## src/rtl/pps_pkg.sv

```systemverilog
package pps_pkg;
   typedef enum logic [1:0] {
      MODE_SINGLE = 2'b00,
      MODE_SPLIT  = 2'b01,
      MODE_DUAL   = 2'b10,
      MODE_RESV   = 2'b11
   } pps_mode_e;

   localparam int SYNC_W = 3;
endpackage

```

## src/rtl/pps_phase_track.sv

```systemverilog
module pps_phase_track (
   input  logic clk,
   input  logic rst_n,
   input  logic split_en,
   input  logic de_in,
   output logic odd_slot,
   output logic slip
);
   logic de_prev;
   logic phase_q;

   assign slip     = split_en & phase_q & de_in & ~de_prev;
   assign odd_slot = ~phase_q | slip;

   always_ff @(posedge clk) begin
      if (!rst_n) begin
         de_prev <= 1'b0;
         phase_q <= 1'b0;
      end else begin
         de_prev <= de_in;
         phase_q <= split_en & odd_slot;
      end
   end

   // leaving split mode leaves the pairing at the port-A slot
   a_r10_phase_restart: assert property (@(posedge clk) disable iff (!rst_n)
      !split_en |=> odd_slot);
endmodule

```

## src/rtl/pps_word_reg.sv

```systemverilog
module pps_word_reg #(
   parameter int WIDTH = 28
) (
   input  logic             clk,
   input  logic             rst_n,
   input  logic             load,
   input  logic [WIDTH-1:0] d,
   output logic [WIDTH-1:0] q
);
   if (WIDTH < 1) begin : g_bad_width
      $error("pps_word_reg: WIDTH must be positive");
   end

   always_ff @(posedge clk) begin
      if (!rst_n)    q <= '0;
      else if (load) q <= d;
   end
endmodule

```

## src/rtl/pixel_pair_splitter.sv

```systemverilog
module pixel_pair_splitter #(
   parameter int COLOR_W = 25
) (
   input  logic               clk,
   input  logic               rst_n,
   input  logic [1:0]         mode,
   input  logic [COLOR_W+2:0] in_a_word,
   input  logic [COLOR_W-1:0] in_b_color,
   output logic [COLOR_W+2:0] out_a_word,
   output logic [COLOR_W+2:0] out_b_word,
   output logic               out_valid,
   output logic               out_b_en,
   output logic               phase_err,
   output logic               cfg_err
);
   import pps_pkg::*;

   localparam int WORD_W = COLOR_W + SYNC_W;
   localparam int DE_BIT = WORD_W - 1;

   if (COLOR_W < 1) begin : g_bad_color
      $error("pixel_pair_splitter: COLOR_W must be positive");
   end

   pps_mode_e   sel;
   logic        split_en, odd_slot, slip, load;
   logic [WORD_W-1:0] odd_q, nxt_a, nxt_b;

   assign sel      = pps_mode_e'(mode);
   assign split_en = (sel == MODE_SPLIT);

   pps_phase_track u_track (
      .clk(clk), .rst_n(rst_n), .split_en(split_en),
      .de_in(in_a_word[DE_BIT]), .odd_slot(odd_slot), .slip(slip)
   );

   pps_word_reg #(.WIDTH(WORD_W)) u_hold (
      .clk(clk), .rst_n(rst_n), .load(split_en & odd_slot),
      .d(in_a_word), .q(odd_q)
   );

   always_comb begin
      unique case (sel)
         MODE_SPLIT: begin
            load  = ~odd_slot;
            nxt_a = odd_q;
            nxt_b = {odd_q[WORD_W-1 -: SYNC_W], in_a_word[COLOR_W-1:0]};
         end
         MODE_DUAL: begin
            load  = 1'b1;
            nxt_a = in_a_word;
            nxt_b = {in_a_word[WORD_W-1 -: SYNC_W], in_b_color};
         end
         default: begin
            load  = 1'b1;
            nxt_a = in_a_word;
            nxt_b = '0;
         end
      endcase
   end

   pps_word_reg #(.WIDTH(WORD_W)) u_out_a (
      .clk(clk), .rst_n(rst_n), .load(load), .d(nxt_a), .q(out_a_word)
   );

   pps_word_reg #(.WIDTH(WORD_W)) u_out_b (
      .clk(clk), .rst_n(rst_n), .load(load), .d(nxt_b), .q(out_b_word)
   );

   always_ff @(posedge clk) begin
      if (!rst_n) begin
         out_valid <= 1'b0;
         out_b_en  <= 1'b0;
         phase_err <= 1'b0;
         cfg_err   <= 1'b0;
      end else begin
         out_valid <= load;
         out_b_en  <= (sel == MODE_SPLIT) | (sel == MODE_DUAL);
         phase_err <= slip;
         cfg_err   <= (sel == MODE_RESV);
      end
   end

   // steady split mode never presents two pairs back to back
   a_r5_no_back_to_back: assert property (@(posedge clk) disable iff (!rst_n)
      ($past(mode) == 2'b01 && $past(mode, 2) == 2'b01) |-> !(out_valid && $past(out_valid)));

   // a realignment cycle never presents a pair
   a_r7_err_no_present: assert property (@(posedge clk) disable iff (!rst_n)
      phase_err |-> !out_valid);

   // whenever port B carries a fresh word, its sync matches port A
   a_r6_sync_shared: assert property (@(posedge clk) disable iff (!rst_n)
      (out_b_en && out_valid) |-> out_b_word[WORD_W-1 -: SYNC_W] == out_a_word[WORD_W-1 -: SYNC_W]);

   // the unused code acts as single mode
   a_r8_cfg_single: assert property (@(posedge clk) disable iff (!rst_n)
      cfg_err |-> (!out_b_en && out_valid));

   // outside split mode every cycle is presented
   a_r2_full_rate: assert property (@(posedge clk) disable iff (!rst_n)
      ($past(rst_n) && $past(mode) != 2'b01) |-> out_valid);
endmodule

```

## config.mk

```make
export PLATFORM = sky130hd
export DESIGN_NAME = pixel_pair_splitter
export DESIGN_NICKNAME = d
export VERILOG_FILES = /design/src/rtl/pps_pkg.sv /design/src/rtl/pps_phase_track.sv /design/src/rtl/pps_word_reg.sv /design/src/rtl/pixel_pair_splitter.sv
export SDC_FILE = /design/constraint.sdc
export NUM_CORES = 1
export LEC_CHECK = 0
export BUFFER_PORTS_ARGS = -buffer_cell sky130_fd_sc_hd__buf_2
export CAP_MARGIN = 20
export CORE_AREA = 2 2 109 111
export CTS_BUF_LIST = sky130_fd_sc_hd__clkbuf_4
export DETAILED_ROUTE_END_ITERATION = 7
export DIE_AREA = 0 0 111 113
export PLACE_DENSITY = 0.67
export SYNTH_ARGS = -nofsm -noshare
export SYNTH_HDL_FRONTEND = slang
export SYNTH_HIERARCHICAL = 1
export SYNTH_SLANG_ARGS = --single-unit
```

## constraint.sdc

```tcl
create_clock -name clk -period 1.4 [get_ports clk]
set_input_delay 0.21 -clock clk [delete_from_list [all_inputs] [get_ports clk]]
set_output_delay 0.21 -clock clk [all_outputs]
set_load 0.01 [all_outputs]
```

Word-level counts from Yosys, hierarchy flattened. Cells that the tools add are included.

Register bits after elaboration: 90. Logic and storage cells: 24.

Bitwise gates (word level): 9. Multiplexer cells: 3. Equal/unequal tests: 3.

Operators with widths (count): 28-bit one-hot mux with 2 select lines (1); 28-bit 2-to-1 mux (1); 1-bit AND (4); 2-bit == test (second input constant) (2); 1-bit inverter (3); 2-bit by 1-bit == test with 1-bit output (second input constant) (1); 1-bit bitwise OR (2); 1-bit 2-to-1 mux (1).

Logic depth before layout (Yosys ltp). Gate-level depths: netlist of the first run.

Depth in word-level cells: 7. Depth in mapped cells: 9. Depth with buffers taken out: 7.

Cells and area by module. The synthesis of the first run kept the hierarchy.

By module, submodules not included: pps_word_reg (instances 3, area each 1074.8 um^2, cells each 89); pixel_pair_splitter (instances 1, area each 918.4 um^2, cells each 116); pps_phase_track (instances 1, area each 95.1 um^2, cells each 10).

Least setup slack after synthesis of the first run. Ideal clock, no wire load.

Kind: input to register. Start point: input port mode[1]. End point: register u_hold.q[10]. Arrival: 1363 ps. Path buffers: 4. Required time: 1284 ps. Slack: -79 ps. Stages on the path: 9. Cells stage by stage: inv_1 > ha_1 > buf_6 > buf_4 > and2_1 > buf_6 > buf_12 > mux2i_1 > nor2b_1.

Longest elaborated chain between the ends: 6.

Ends and longest elaborated chain: start: declaration (line pixel_pair_splitter.sv:6) `input logic [1:0] mode,`; 2-bit by 1-bit == test with 1-bit output (*) (line pixel_pair_splitter.sv:30) `assign split_en = (sel == MODE_SPLIT);`; 1-bit AND (3 in series) (line pps_phase_track.sv:12) `assign slip = split_en & phase_q & de_in & ~de_prev;`; 1-bit bitwise OR (line pps_phase_track.sv:13) `assign odd_slot = ~phase_q | slip;`; 1-bit AND (*) (line pixel_pair_splitter.sv:38) `.clk(clk), .rst_n(rst_n), .load(split_en & odd_slot),`; end signal: assignment (line pps_word_reg.sv:15) `if (!rst_n) q <= '0;`; end signal: assignment (line pps_word_reg.sv:16) `else if (load) q <= d;`; end: declaration (line pps_word_reg.sv:8) `output logic [WIDTH-1:0] q`.

Mark *: on every way between the ends. The rest lies on a longest branch, timed or not. A chain may end at the register's enable or synchronous reset.

Final worst setup path of the first run.
Start point: register u_track.de_prev. End point: register u_hold.q[9].

Longest elaborated chain between the ends: 4.

Ends and longest elaborated chain: start: declaration (line pps_phase_track.sv:9) `logic de_prev;`; start signal: assignment (line pps_phase_track.sv:20) `de_prev <= de_in;`; 1-bit inverter (line pps_phase_track.sv:12); 1-bit AND (line pps_phase_track.sv:12); 1-bit bitwise OR (line pps_phase_track.sv:13); via odd_slot (line pixel_pair_splitter.sv:26) `logic split_en, odd_slot, slip, load;`; 1-bit AND (line pixel_pair_splitter.sv:38).

The timed path passes the listed nets, and every way through them passes these cells.

==> metrics.md, run 1 <==
| Metric | Value |
|---|---|
| Ys async rst share | 0 |
| Number of enable flip-flop cells after synthesis | 0 |
| Slew margin rel. | 0.759 |
| Destination of the worst hold path | u_hold/q[19] |
| Total of buffers placed on input and output ports | ~120 |
| Number of remaining DRC errors | 0 |
| Register Area | 0.00180 mm2 |
| Beginning of the critical path | u_track/de_prev |
| Final count of hold timing violations | 0 |
| Period minus WS final | 1.38 ns |
| Total congestion overflow | 0 |
| Arr. time, crit path | 1.75 ns |
| H-Tree Level Count | 3 |
| Register bit count reported by yosys | 90 |
| Number of nets in the layout | 580 |
| Bufs on Longest Clock Path | 2 |
| Fin. max-slew vios | 0 |
| Reg-to-reg startpoint | u_track/de_prev |
| Count leader, synth | sky130_fd_sc_hd__dfxtp_1 |
| Leakage power | 2.55 nW |
| Top area cells in the synthesized netlist | sky130_fd_sc_hd__dfxtp_1, sky130_fd_sc_hd__mux2i_1, sky130_fd_sc_hd__nor2b_1 |
| Worst-path cell with the longest stage delay | sky130_fd_sc_hd__dfxtp_1 |
| Number of standard cells after synthesis | 393 |
| Final Instance Count excl. Fillers | between 600 and 700 |
| Initial drt markers | 184 |
| Placer's final routability congestion estimate | slightly below 0.8 |
| Util after Layout | 0.468 |
| Largest incremental delay on the critical path | 0.33 ns |
| Insertion delay of the later-clocked pin in the worst-skew pair | around 0.46 ns |
| Y dimension of the die | 113 um |
| Synth Net Count | between 400 and 500 |
| Setup-failing EPs final | 0 |
| Share of cells above drive strength 1 | 0.365 |
| Via-to-Cell Ratio | 4.75 |
| Area fraction of the dominant cell type after synthesis | 0.425 |
| Status | completed |
| Ranking of synthesized cells by instance count | sky130_fd_sc_hd__dfxtp_1, sky130_fd_sc_hd__nor2b_1, sky130_fd_sc_hd__mux2i_1 |
| Effective utilization at floorplan | 0.376 |
| Master cell of the clock root buffer | sky130_fd_sc_hd__clkbuf_4 |
| Pin count of the biggest net entering global routing | 38 |
| Antenna violations before repair | 0 |
| Total number of vias | 3169 |
| Maximum operating frequency | 723 MHz |
| Worst VDD drop | 0.449 mV |
| Depth of the worst register-to-register path | 6 |
| Total Die Area | 0.0125 mm2 |
| Number of sinks handled by clock tree synthesis | 90 |
| Floorplan core area | 0.0113 mm2 |
| Max cap viols | 0 |
| Hold Path Stages | 3 |
| Placed instance count | approximately 650 |
| Worst setup skew after layout | around 0.014 ns |
| Distinct cell type count after synthesis | 23 |
| Source of the worst hold timing path | in_a_word[19] |
| Area added between synthesis and finish | 24.6% |
| Cell area after synthesis | 0.00424 mm2 |
| Detailed Place HPWL | 6.75 mm |
| Share of synthesized area occupied by flip-flops and latches | 0.425 |
| Kind of end point of the critical path | flop |
| Power density over the cells | between 1000 and 1500 mW/mm2 |
| Maximum net fanout on the critical path | 16 |
| Setup CP Type | flop to flop |
| CP Data Required Time | 1.77 ns |
| 1st-pass router iterations | 4 |
| Post-Synthesis Mean Instance Area | 10.8 um2 |
| Global-route wire length before repair | between 15 and 20 mm |
| Footprint of the multi-input gates | roughly 0.0022 mm2 |
| Type of the worst min-delay path | input pin to flop |
| Clock transition at path regs | 0.14 ns |
| Biggest area consumer among synthesized cells | sky130_fd_sc_hd__dfxtp_1 |
| Cts bufs inserted | 9 |
| RR Endpoint | u_hold/q[9] |
| Antenna-violating nets left | 0 |
| Total of fill cells in the finished design | 1068 |
| TritonCTS clock tree | done |
| Post-DR wirelength/cell | 14.3 um |
| Number of ports placed on the die boundary | between 100 and 150 |
| Synth warnings | 6 |
| Critical path cell sequence | nand2b_4, o21ai_4, and2_4, buf_12, mux2i_1, nor2b_1 |
| Diode count | 0 |
| Most common flop cell mapped by yosys | sky130_fd_sc_hd__dfxtp_1 |
| Critical path startpoint category | flop |
| Number of global-route vias before repair | 3162 |
| Global router's overall resource usage | 0.159 |
| Period utilisation layout | 0.988 |
| Unrepaired setup endpoints after global routing | true |
| Setup slack, reg-to-reg | 0.02 ns |
| Final wirelength | 9.55 mm |
| Number of core rows | 39 |
| Die width | ~110 um |
| Slew at the pin closest to its max-slew limit | roughly 0.36 ns |
## state kept, by name, indices dropped and copies added, names as in the netlist
name and count:
u_out_b/q 28, phase_err 1, u_track/phase_q 1, u_hold/q 28
cfg_err 1, u_track/de_prev 1, out_b_en 1, out_valid 1
u_out_a/q 28
## metrics by stage
step	hold slack [ns]	setup WS (ns)	total power, W	instance area (um2)	setup TNS (ns)
detailed placement	0.465	-0.233	0.00379	5100	-11.83
finish	0.0313	0.0166	0.00533	5280	0
CTS	0.00224	0.00865	0.00540	5270	0
global route	0.00672	-0.0627	0.00562	5280	-0.638
global placement	0.465	-0.155	0.00376	5100	-8.50
floorplan	0.332	0.0114	0.00343	4280	0
## logic make-up after synthesis
kind of cell,Yosys count,synth area share
AOI/OAI and AO/OA,32,0.0540
and+or+nand+nor,124,0.167
muxes,110,0.276
DFF,90,0.425
adders and majority gates,4,0.0118
buffers and inverters,33,0.0658
## cell usage in the layout, fill, tap and decap left out, types with 5 or more instances in the layout
master	synthesis	routed
sky130_fd_sc_hd__mux2_2	16	16
sky130_fd_sc_hd__buf_4	4	13
sky130_fd_sc_hd__nand2_1	6	5
sky130_fd_sc_hd__a22oi_1	26	26
sky130_fd_sc_hd__mux2_4	10	10
sky130_fd_sc_hd__buf_12	6	11
sky130_fd_sc_hd__nor2_1	26	26
sky130_fd_sc_hd__nor2b_1	85	85
sky130_fd_sc_hd__clkbuf_4	0	9
sky130_fd_sc_hd__mux2i_1	84	84
sky130_fd_sc_hd__dfxtp_1	90	90
sky130_fd_sc_hd__buf_2	4	116
## cell type report
| type | count | share of cell area |
|---|---|---|
| Multi-Input combinational cell | 270 | 0.417 |
| Sequential cell | 90 | 0.341 |
| Timing Repair Buffer | 142 | 0.174 |
| Tap cell | 143 | 0.0339 |
| Clock inverter | 7 | 0.0159 |
| Clock buffer | 9 | 0.0128 |
| Inverter | 6 | 0.00474 |
## worst max path at each step
| stage | end | slack [ns] |
|---|---|---|
| 6_report | u_hold/q[9] | 0.02 |
| 3_5_place_dp | u_hold/q[6] | -0.23 |
| 2_1_floorplan | u_hold/q[10] | 0.01 |
| 5_1_grt | u_hold/q[12] | -0.06 |
| 4_1_cts | u_hold/q[6] | 0.009 |
| 3_3_place_gp | u_hold/q[13] | -0.15 |
## worst max-delay path, delay by kind of cell (launching register included)
family,cells,cell delay (ns)
DFF,1,0.33
buffers and inverters,1,0.17
and+or+nand+nor,3,0.41
muxes,1,0.21
AOI/OAI and AO/OA,1,0.18
## where the power goes
group          total [W]  leakage [nW]  internal [W]  switching, W
sequential       0.00276         0.737       0.00269     0.0000648
clock            0.00160        0.0869      0.000707      0.000897
combinational   0.000967          1.72      0.000505      0.000463
total            0.00533          2.55       0.00391       0.00142
## metal layers
layer | share of wire | vias up | wire, um | GRT usage
met1 | 0.47 | 1476 | 4510 | 0.200
met4 | 0.019 | 0 | 183 | 0.0658
met5 | 0 | - | 0 | 0
met2 | 0.45 | 95 | 4290 | 0.258
met3 | 0.059 | 12 | 564 | 0.0450
li1 | - | 1586 | - | -
## repair_timing
action,CTS,global route
hold buffers,1,1
buffers inserted,0,0
gates resized for setup,2,0
endpoints found under the hold margin,1,1
endpoints found under the setup margin,29,22
Power figures use the tool's default switching activity.
==> inputs of run 2 (changes only) <==
--- a/config.mk
+++ b/config.mk
@@ -5,13 +5,14 @@
 export SDC_FILE = /design/constraint.sdc
 export NUM_CORES = 1
 export LEC_CHECK = 0
+export ABC_AREA = 1
 export BUFFER_PORTS_ARGS = -buffer_cell sky130_fd_sc_hd__buf_2
 export CAP_MARGIN = 20
-export CORE_AREA = 2 2 109 111
+export CORE_AREA = 2 2 104 106
 export CTS_BUF_LIST = sky130_fd_sc_hd__clkbuf_4
 export DETAILED_ROUTE_END_ITERATION = 7
-export DIE_AREA = 0 0 111 113
-export PLACE_DENSITY = 0.67
+export DIE_AREA = 0 0 106 108
+export PLACE_DENSITY = 0.76
 export SYNTH_ARGS = -nofsm -noshare
 export SYNTH_HDL_FRONTEND = slang
 export SYNTH_HIERARCHICAL = 1
==> run 2 against run 1 <==
  * Worst hold slack better by 0.026 ns
  * Sequential share of layout area fell by 1.1 points
  * Sequential cell count stayed put
  * First-iteration DRC count is 32% higher
  * Highest routed layer unchanged
  * Maximum frequency grew 7.3%
  * Power grew 7.3%
  * Critical path depth rose by 2
==> metrics.md, run 2 <==
| Metric | Value |
|---|---|
| Status | completed |
| Final count of hold timing violations | 0 (unchanged) |
| Antenna-violating nets left | 0 (unchanged) |
| Cell area after synthesis | 0.00459 mm2 (+8.2%) |
| Total Die Area | 0.0114 mm2 (-8.7%) |
| Ranking of synthesized cells by instance count | sky130_fd_sc_hd__nand2_1, sky130_fd_sc_hd__nor2_1, sky130_fd_sc_hd__inv_1 |
| Post-Synthesis Mean Instance Area | 6.16 um2 (-43%) |
| Type of the worst min-delay path | input pin to flop |
| Register bit count reported by yosys | 90 (unchanged) |
| Total buffers and inverters traversed by the critical path | 3 (+2) |
| Total number of vias | 4240 (+34%) |
| Worst VDD drop | 0.496 mV (+10%) |
| Ys async rst share | 0 (unchanged) |
| Worst setup skew after layout | 0.0166 ns (+0.00292 ns) |
| Die width | 106 um (-4.5%) |
| Arr. time, crit path | 1.65 ns (-0.10 ns) |
| Kind of end point of the critical path | flop |
| Slew at the pin closest to its max-slew limit | 0.321 ns (-0.0409 ns) |
| Setup slack, reg-to-reg | 0.11 ns (+0.09 ns) |
| Pin count of the biggest net entering global routing | 58 (+53%) |
| Leakage power | 3.12 nW (+22%) |
| Setup CP Type | flop to flop |
| TritonCTS clock tree | done |
| Largest incremental delay on the critical path | 0.34 ns (about the same) |
| Diode count | 0 (unchanged) |
| Area fraction of the dominant cell type after synthesis | 0.393 (-0.0322) |
| Power density over the cells | 1050 mW/mm2 (+3.9%) |
| Floorplan core area | 0.0102 mm2 (-9.2%) |
| Total congestion overflow | 0 (unchanged) |
| H-Tree Level Count | 3 (unchanged) |
| Share of synthesized area occupied by flip-flops and latches | 0.393 (-0.0322) |
| Beginning of the critical path | u_track/phase_q |
| Number of remaining DRC errors | 0 (unchanged) |
| Critical path startpoint category | flop |
| Bufs on Longest Clock Path | 2 (unchanged) |
| Number of global-route vias before repair | 3703 (+17%) |
| Synth Net Count | 805 (+77%) |
| Y dimension of the die | 108 um (-4.4%) |
| # hold bufs at CTS | 0 (-1) |
| Number of core rows | 37 (-5.1%) |
| Number of sinks handled by clock tree synthesis | 90 (unchanged) |
| Number of standard cells after synthesis | 744 (+89%) |
| Global router's overall resource usage | 0.187 (+0.0281) |
| Share of cells above drive strength 1 | 0.189 (-0.175) |
| Number of nets in the layout | 913 (+57%) |
| Post-DR wirelength/cell | 10.4 um (-27%) |
| Destination of the worst hold path | u_hold/q[24] |
| Placer's final routability congestion estimate | 0.849 (+10%) |
| Area added between synthesis and finish | 18.9% |
| Worst-case hold slack | 0.0576 ns (+0.0263 ns) |
| CP Data Required Time | 1.76 ns (about the same) |
| Number of ports placed on the die boundary | 117 (unchanged) |
| Top area cells in the synthesized netlist | sky130_fd_sc_hd__dfxtp_1, sky130_fd_sc_hd__nand2_1, sky130_fd_sc_hd__nor2_1 |
| Effective utilization at floorplan | 0.448 (+0.0723) |
| Unrepaired setup endpoints after global routing | false |
| Initial drt markers | 242 (+32%) |
| Maximum operating frequency | 776 MHz (+7.3%) |
| Global-route wire length before repair | 17.2 mm (+7.4%) |
| Leading registers by flop count | u_hold/q: 28 flops, u_out_a/q: 28 flops, u_out_b/q: 28 flops |
| Count leader, synth | sky130_fd_sc_hd__nand2_1 |
| Dominant cell type by count on the critical path | sky130_fd_sc_hd__nand2_1 |
| Placed instance count | 977 (+51%) |
| Clock transition at path regs | 0.15 ns (about the same) |
| Master cell of the clock root buffer | sky130_fd_sc_hd__clkbuf_4 |
| Maximum net fanout on the critical path | 44 (+28) |
| Period utilisation layout | 0.921 (-0.0674) |
| RR Endpoint | u_out_a/q[24] |
| Max cap viols | 0 (unchanged) |
| Number of enable flip-flop cells after synthesis | 0 (unchanged) |
| Most common flop cell mapped by yosys | sky130_fd_sc_hd__dfxtp_1 |
| Synth warnings | 6 (unchanged) |
| Cts bufs inserted | 9 (unchanged) |
| Depth of the worst register-to-register path | 8 (+2) |
| Most common cell after layout, fill and taps aside | sky130_fd_sc_hd__nand2_1 |
| Final wirelength | 10.4 mm (+8.6%) |
| Critical path cell sequence | inv_1, o21bai_4, buf_4, nand2_4, buf_12, nand2_1, nand2_1, nor2_1 |
| 1st-pass router iterations | 5 (+1) |
| Setup-failing EPs final | 0 (unchanged) |
| Antenna violations before repair | 0 (unchanged) |
| Insertion delay of the later-clocked pin in the worst-skew pair | 0.44 ns (-0.02 ns) |
| Final Instance Count excl. Fillers | 993 (+49%) |
| Hold Path Stages | 5 (+2) |
| Total of buffers placed on input and output ports | 116 (unchanged) |
| Source of the worst hold timing path | in_a_word[24] |
| Via-to-Cell Ratio | 4.27 (-10%) |
| Biggest area consumer among synthesized cells | sky130_fd_sc_hd__dfxtp_1 |
| Util after Layout | 0.533 (+0.0645) |
| Cell class contributing the biggest share of worst-path delay | buffers and inverters |
| Fin. max-slew vios | 0 (unchanged) |
| Distinct cell type count after synthesis | 15 (-35%) |
| Reg-to-reg startpoint | u_track/phase_q |
| Worst-path cell with the longest stage delay | sky130_fd_sc_hd__dfxtp_2 |
| Commonest non-fill, non-tap cells in the layout | sky130_fd_sc_hd__nand2_1, sky130_fd_sc_hd__nor2_1, sky130_fd_sc_hd__inv_1 |
| Setup Buffers After CTS | 0 (unchanged) |
| Period minus WS final | 1.29 ns (-0.0944 ns) |
| Slew margin rel. | 0.786 (+0.0273) |
| Detailed Place HPWL | 7.39 mm (+9.5%) |
[run 2: cell types whose count changed in the layout (fill, tap and decap cells not counted), moves of 26 or more]
cell / previous run / this run
sky130_fd_sc_hd__a21oi_1: 2 / 29
sky130_fd_sc_hd__mux2i_1: 84 / 0
sky130_fd_sc_hd__inv_1: 4 / 121
sky130_fd_sc_hd__nor2_1: 26 / 169
sky130_fd_sc_hd__nand2_1: 5 / 255
sky130_fd_sc_hd__nor2b_1: 85 / 0
sky130_fd_sc_hd__a22oi_1: 26 / 0
[run 2: cell families (layout without fill, tap and decap cells)]
family                     after synthesis  after routing  share of synthesized area
AOI/OAI and AO/OA                       58             58                     0.0663
adders and majority gates                4              4                     0.0109
buffers and inverters                  164            277                      0.178
DFF                                     90             90                      0.393
and+or+nand+nor                        428            428                      0.352
[run 2: where the power goes]
part / internal (W) / switching [W]
clock network: 0.000930 / 0.000916
registers: 0.00274 / 0.0000849
logic: 0.000430 / 0.000617
[run 2: how the worst max path moves through the flow]
| stage | slack, ns | to | depth (start not counted) |
|---|---|---|---|
| 2_1_floorplan | 0.04 | u_out_a/q[10] | 9 |
| 3_3_place_gp | -0.06 | u_out_b/q[1] | 11 |
| 3_5_place_dp | -0.08 | u_out_a/q[14] | 10 |
| 4_1_cts | 0.11 | u_out_a/q[27] | 8 |
| 5_1_grt | 0.004 | u_out_a/q[2] | 8 |
| 6_report | 0.11 | u_out_a/q[24] | 8 |
[run 2: per-stage QoR]
| step | TNS [ns] | power [W] | setup WS (ns) | area [um2] |
|---|---|---|---|---|
| 3_3_place_gp | -3.34 | 0.00392 | -0.0612 | 5260 |
| 3_5_place_dp | -5.10 | 0.00393 | -0.0824 | 5260 |
| 2_1_floorplan | 0 | 0.00358 | 0.0430 | 4590 |
| 6_report | 0 | 0.00572 | 0.111 | 5450 |
| 4_1_cts | 0 | 0.00578 | 0.109 | 5450 |
| 5_1_grt | 0 | 0.00607 | 0.00386 | 5450 |
[run 2: layer usage]
layer,vias to the layer above,GRT usage,part of all wire
li1,2359,-,-
met3,13,0.0301,0.049
met1,1778,0.278,0.52
met2,90,0.268,0.42
met4,0,0.0818,0.018
met5,-,0,0
[run 2: cell type report]
| cell class | count | area (um2) |
|---|---|---|
| clock inverters | 6 | 115 |
| flip-flops and latches | 90 | 1800 |
| inverters | 122 | 458 |
| well taps | 136 | 170 |
| clock buffers | 10 | 75.1 |
| multi-input cells | 490 | 1980 |
| repair buffers | 139 | 853 |
| fillers | 1055 | 4780 |
[run 2: timing repair]
item | 4_1_cts | 5_1_grt
setup endpoints to repair | 0 | 2
hold endpoints to repair | 0 | 0
gates resized for setup | 0 | 1
[run 2: worst register-to-register path, stage by stage, from the launching register on]
cell and delay, ns:
sky130_fd_sc_hd__dfxtp_2 0.34, sky130_fd_sc_hd__inv_1 0.04, sky130_fd_sc_hd__o21bai_4 0.16, sky130_fd_sc_hd__buf_4 0.14, sky130_fd_sc_hd__nand2_4 0.11, sky130_fd_sc_hd__buf_12 0.20
sky130_fd_sc_hd__nand2_1 0.12, sky130_fd_sc_hd__nand2_1 0.06, sky130_fd_sc_hd__nor2_1 0.04
==> inputs of run 3 (changes only) <==
--- a/config.mk
+++ b/config.mk
@@ -7,9 +7,8 @@
 export LEC_CHECK = 0
 export ABC_AREA = 1
 export BUFFER_PORTS_ARGS = -buffer_cell sky130_fd_sc_hd__buf_2
-export CAP_MARGIN = 20
 export CORE_AREA = 2 2 104 106
-export CTS_BUF_LIST = sky130_fd_sc_hd__clkbuf_4
+export CTS_BUF_LIST = sky130_fd_sc_hd__clkbuf_16
 export DETAILED_ROUTE_END_ITERATION = 7
 export DIE_AREA = 0 0 106 108
 export PLACE_DENSITY = 0.76
==> run 3 against run 2 <==
  * Clock power is 50% higher
  * Cell area is 3.0% higher
  * Clock-buffer cell count is 1 lower
==> metrics.md, run 3 (synthesis results as in run 2) <==
| Metric | Value |
|---|---|
| Leading registers by flop count | u_hold/q: 28 flops, u_out_a/q: 28 flops, u_out_b/q: 28 flops |
| # hold bufs at CTS | 0 (unchanged) |
| Kind of end point of the critical path | flop |
| Placed instance count | 977 (unchanged) |
| Antenna-violating nets left | 0 (unchanged) |
| TritonCTS clock tree | done |
| Number of nets in the layout | 913 (unchanged) |
| Post_cts resized | 0 (unchanged) |
| Number of core rows | 37 (unchanged) |
| Bufs on Longest Clock Path | 2 (unchanged) |
| Period minus WS final | 1.30 ns (+0.00737 ns) |
| Diode count | 0 (unchanged) |
| Final Instance Count excl. Fillers | 993 (unchanged) |
| Most common cell after layout, fill and taps aside | sky130_fd_sc_hd__nand2_1 |
| Final wirelength | 10.4 mm (+0.28%) |
| Max cap viols | 0 (unchanged) |
| Number of remaining DRC errors | 0 (unchanged) |
| Fin. max-slew vios | 0 (unchanged) |
| Slew margin rel. | 0.790 (+0.00382) |
| Maximum net fanout on the critical path | 44 (unchanged) |
| Worst VDD drop | 0.627 mV (+26%) |
| Worst setup skew after layout | 0.00706 ns (-0.00954 ns) |
| Post-layout instance area | 0.00561 mm2 (+3.0%) |
| Setup-failing EPs final | 0 (unchanged) |
| Post-DR wirelength/cell | 10.5 um (+0.28%) |
| Setup CP Type | flop to flop |
| 1st-pass router iterations | 4 (-1) |
| Effective utilization at floorplan | 0.448 (unchanged) |
| Floorplan core area | 0.0102 mm2 (unchanged) |
| Total of buffers placed on input and output ports | 116 (unchanged) |
| Number of global-route vias before repair | 3710 (+0.19%) |
| Maximum operating frequency | 771 MHz (-0.57%) |
| CP Data Required Time | 1.64 ns (-0.12 ns) |
| Cts bufs inserted | 9 (unchanged) |
| Global-route wire length before repair | 17.2 mm (about the same) |
| Status | completed |
| Insertion delay of the later-clocked pin in the worst-skew pair | 0.34 ns (-0.10 ns) |
| Placer's final routability congestion estimate | 0.849 (unchanged) |
| Total number of vias | 4200 (-0.94%) |
| Initial drt markers | 235 (-2.9%) |
| Die width | 106 um (unchanged) |
| Share of cells above drive strength 1 | 0.187 (-0.00233) |
| Number of sinks handled by clock tree synthesis | 90 (unchanged) |
| Critical path startpoint category | flop |
| Via-to-Cell Ratio | 4.23 (-0.94%) |
| Total Die Area | 0.0114 mm2 (unchanged) |
| Commonest non-fill, non-tap cells in the layout | sky130_fd_sc_hd__nand2_1, sky130_fd_sc_hd__nor2_1, sky130_fd_sc_hd__inv_1 |
| Total congestion overflow | 0 (unchanged) |
| Instance area after placement | 0.00526 mm2 (unchanged) |
| Leakage power | 3.19 nW (+2.3%) |
| H-Tree Level Count | 3 (unchanged) |
| Antenna violations before repair | 0 (unchanged) |
| Unrepaired setup endpoints after global routing | false |
| Y dimension of the die | 108 um (unchanged) |
| Worst-case hold slack | 0.179 ns (+0.122 ns) |
| Detailed Place HPWL | 7.39 mm (unchanged) |
| Power density over the cells | 1190 mW/mm2 (+13%) |
| Setup Buffers After CTS | 0 (unchanged) |
| Global router's overall resource usage | 0.187 (-0.000618) |
| Type of the worst min-delay path | input pin to flop |
| Master cell of the clock root buffer | sky130_fd_sc_hd__clkbuf_16 |
| Slew at the pin closest to its max-slew limit | 0.312 ns (-0.00903 ns) |
| Period utilisation layout | 0.926 (+0.00526) |
| Final count of hold timing violations | 0 (unchanged) |
| Arr. time, crit path | 1.53 ns (-0.12 ns) |
| Pin count of the biggest net entering global routing | 58 (unchanged) |
| Clock transition at path regs | 0.07 ns (-0.08 ns) |
| Number of ports placed on the die boundary | 117 (unchanged) |
| Area added between synthesis and finish | 22.4% |
[run 3: cell count changes in the layout (fill, tap and decap cells not counted)]
| cell | delta |
|---|---|
| sky130_fd_sc_hd__clkbuf_16 | +9 |
| sky130_fd_sc_hd__nand2_8 | +1 |
| sky130_fd_sc_hd__dfxtp_1 | +1 |
| sky130_fd_sc_hd__inv_1 | +1 |
| sky130_fd_sc_hd__clkbuf_4 | -10 |
| sky130_fd_sc_hd__nand2_4 | -1 |
| sky130_fd_sc_hd__dfxtp_2 | -1 |
[run 3: cell type report]
cell class,instances,area (um2)
tap,136,170
fill,1037,4620
inverter,122,458
clock buffer,9,225
clock inverter,7,119
multi-input combinational,490,1990
sequential,90,1800
timing repair buffer,139,853
[run 3: metrics by stage]
step                power, W  setup TNS, ns  setup WS [ns]  utilization
floorplan            0.00358              0         0.0430            -
global placement     0.00392          -3.34        -0.0612        0.514
detailed placement   0.00393          -5.10        -0.0824        0.514
CTS                  0.00670              0         0.0840        0.548
global route         0.00698              0        0.00760        0.549
finish               0.00665              0          0.104        0.549
[run 3: routing by layer]
layer  wire length, um  up-vias  global-route usage
met5                 0        -                   0
met4               142        0              0.0789
met3               523        9              0.0277
met2              4360       92               0.271
met1              5360     1739               0.276
li1                  -     2360                   -
[run 3: report_power, final]
part | switching (W) | internal [W] | total (W)
Sequential | 0.0000853 | 0.00274 | 0.00283
Combinational | 0.000619 | 0.000431 | 0.00105
Clock | 0.00103 | 0.00174 | 0.00278
Total | 0.00174 | 0.00492 | 0.00665
[run 3: worst paths after layout]
path | start | end | slack (ns) | cells past startpoint
hold reg to reg | u_out_a/q[13] | u_out_a/q[13] | 0.47 | 2
setup / recovery | u_track/phase_q | u_out_a/q[24] | 0.10 | 8
setup reg to reg | u_track/phase_q | u_out_a/q[24] | 0.10 | 8
hold / removal | in_a_word[24] | u_hold/q[24] | 0.18 | 5
[run 3: worst max-delay path, stage by stage, from the launching register on]
cell	delay [ns]
sky130_fd_sc_hd__dfxtp_1	0.32
sky130_fd_sc_hd__inv_1	0.05
sky130_fd_sc_hd__o21bai_4	0.16
sky130_fd_sc_hd__buf_4	0.16
sky130_fd_sc_hd__nand2_8	0.09
sky130_fd_sc_hd__buf_12	0.20
sky130_fd_sc_hd__nand2_1	0.09
sky130_fd_sc_hd__nand2_1	0.06
sky130_fd_sc_hd__nor2_1	0.04
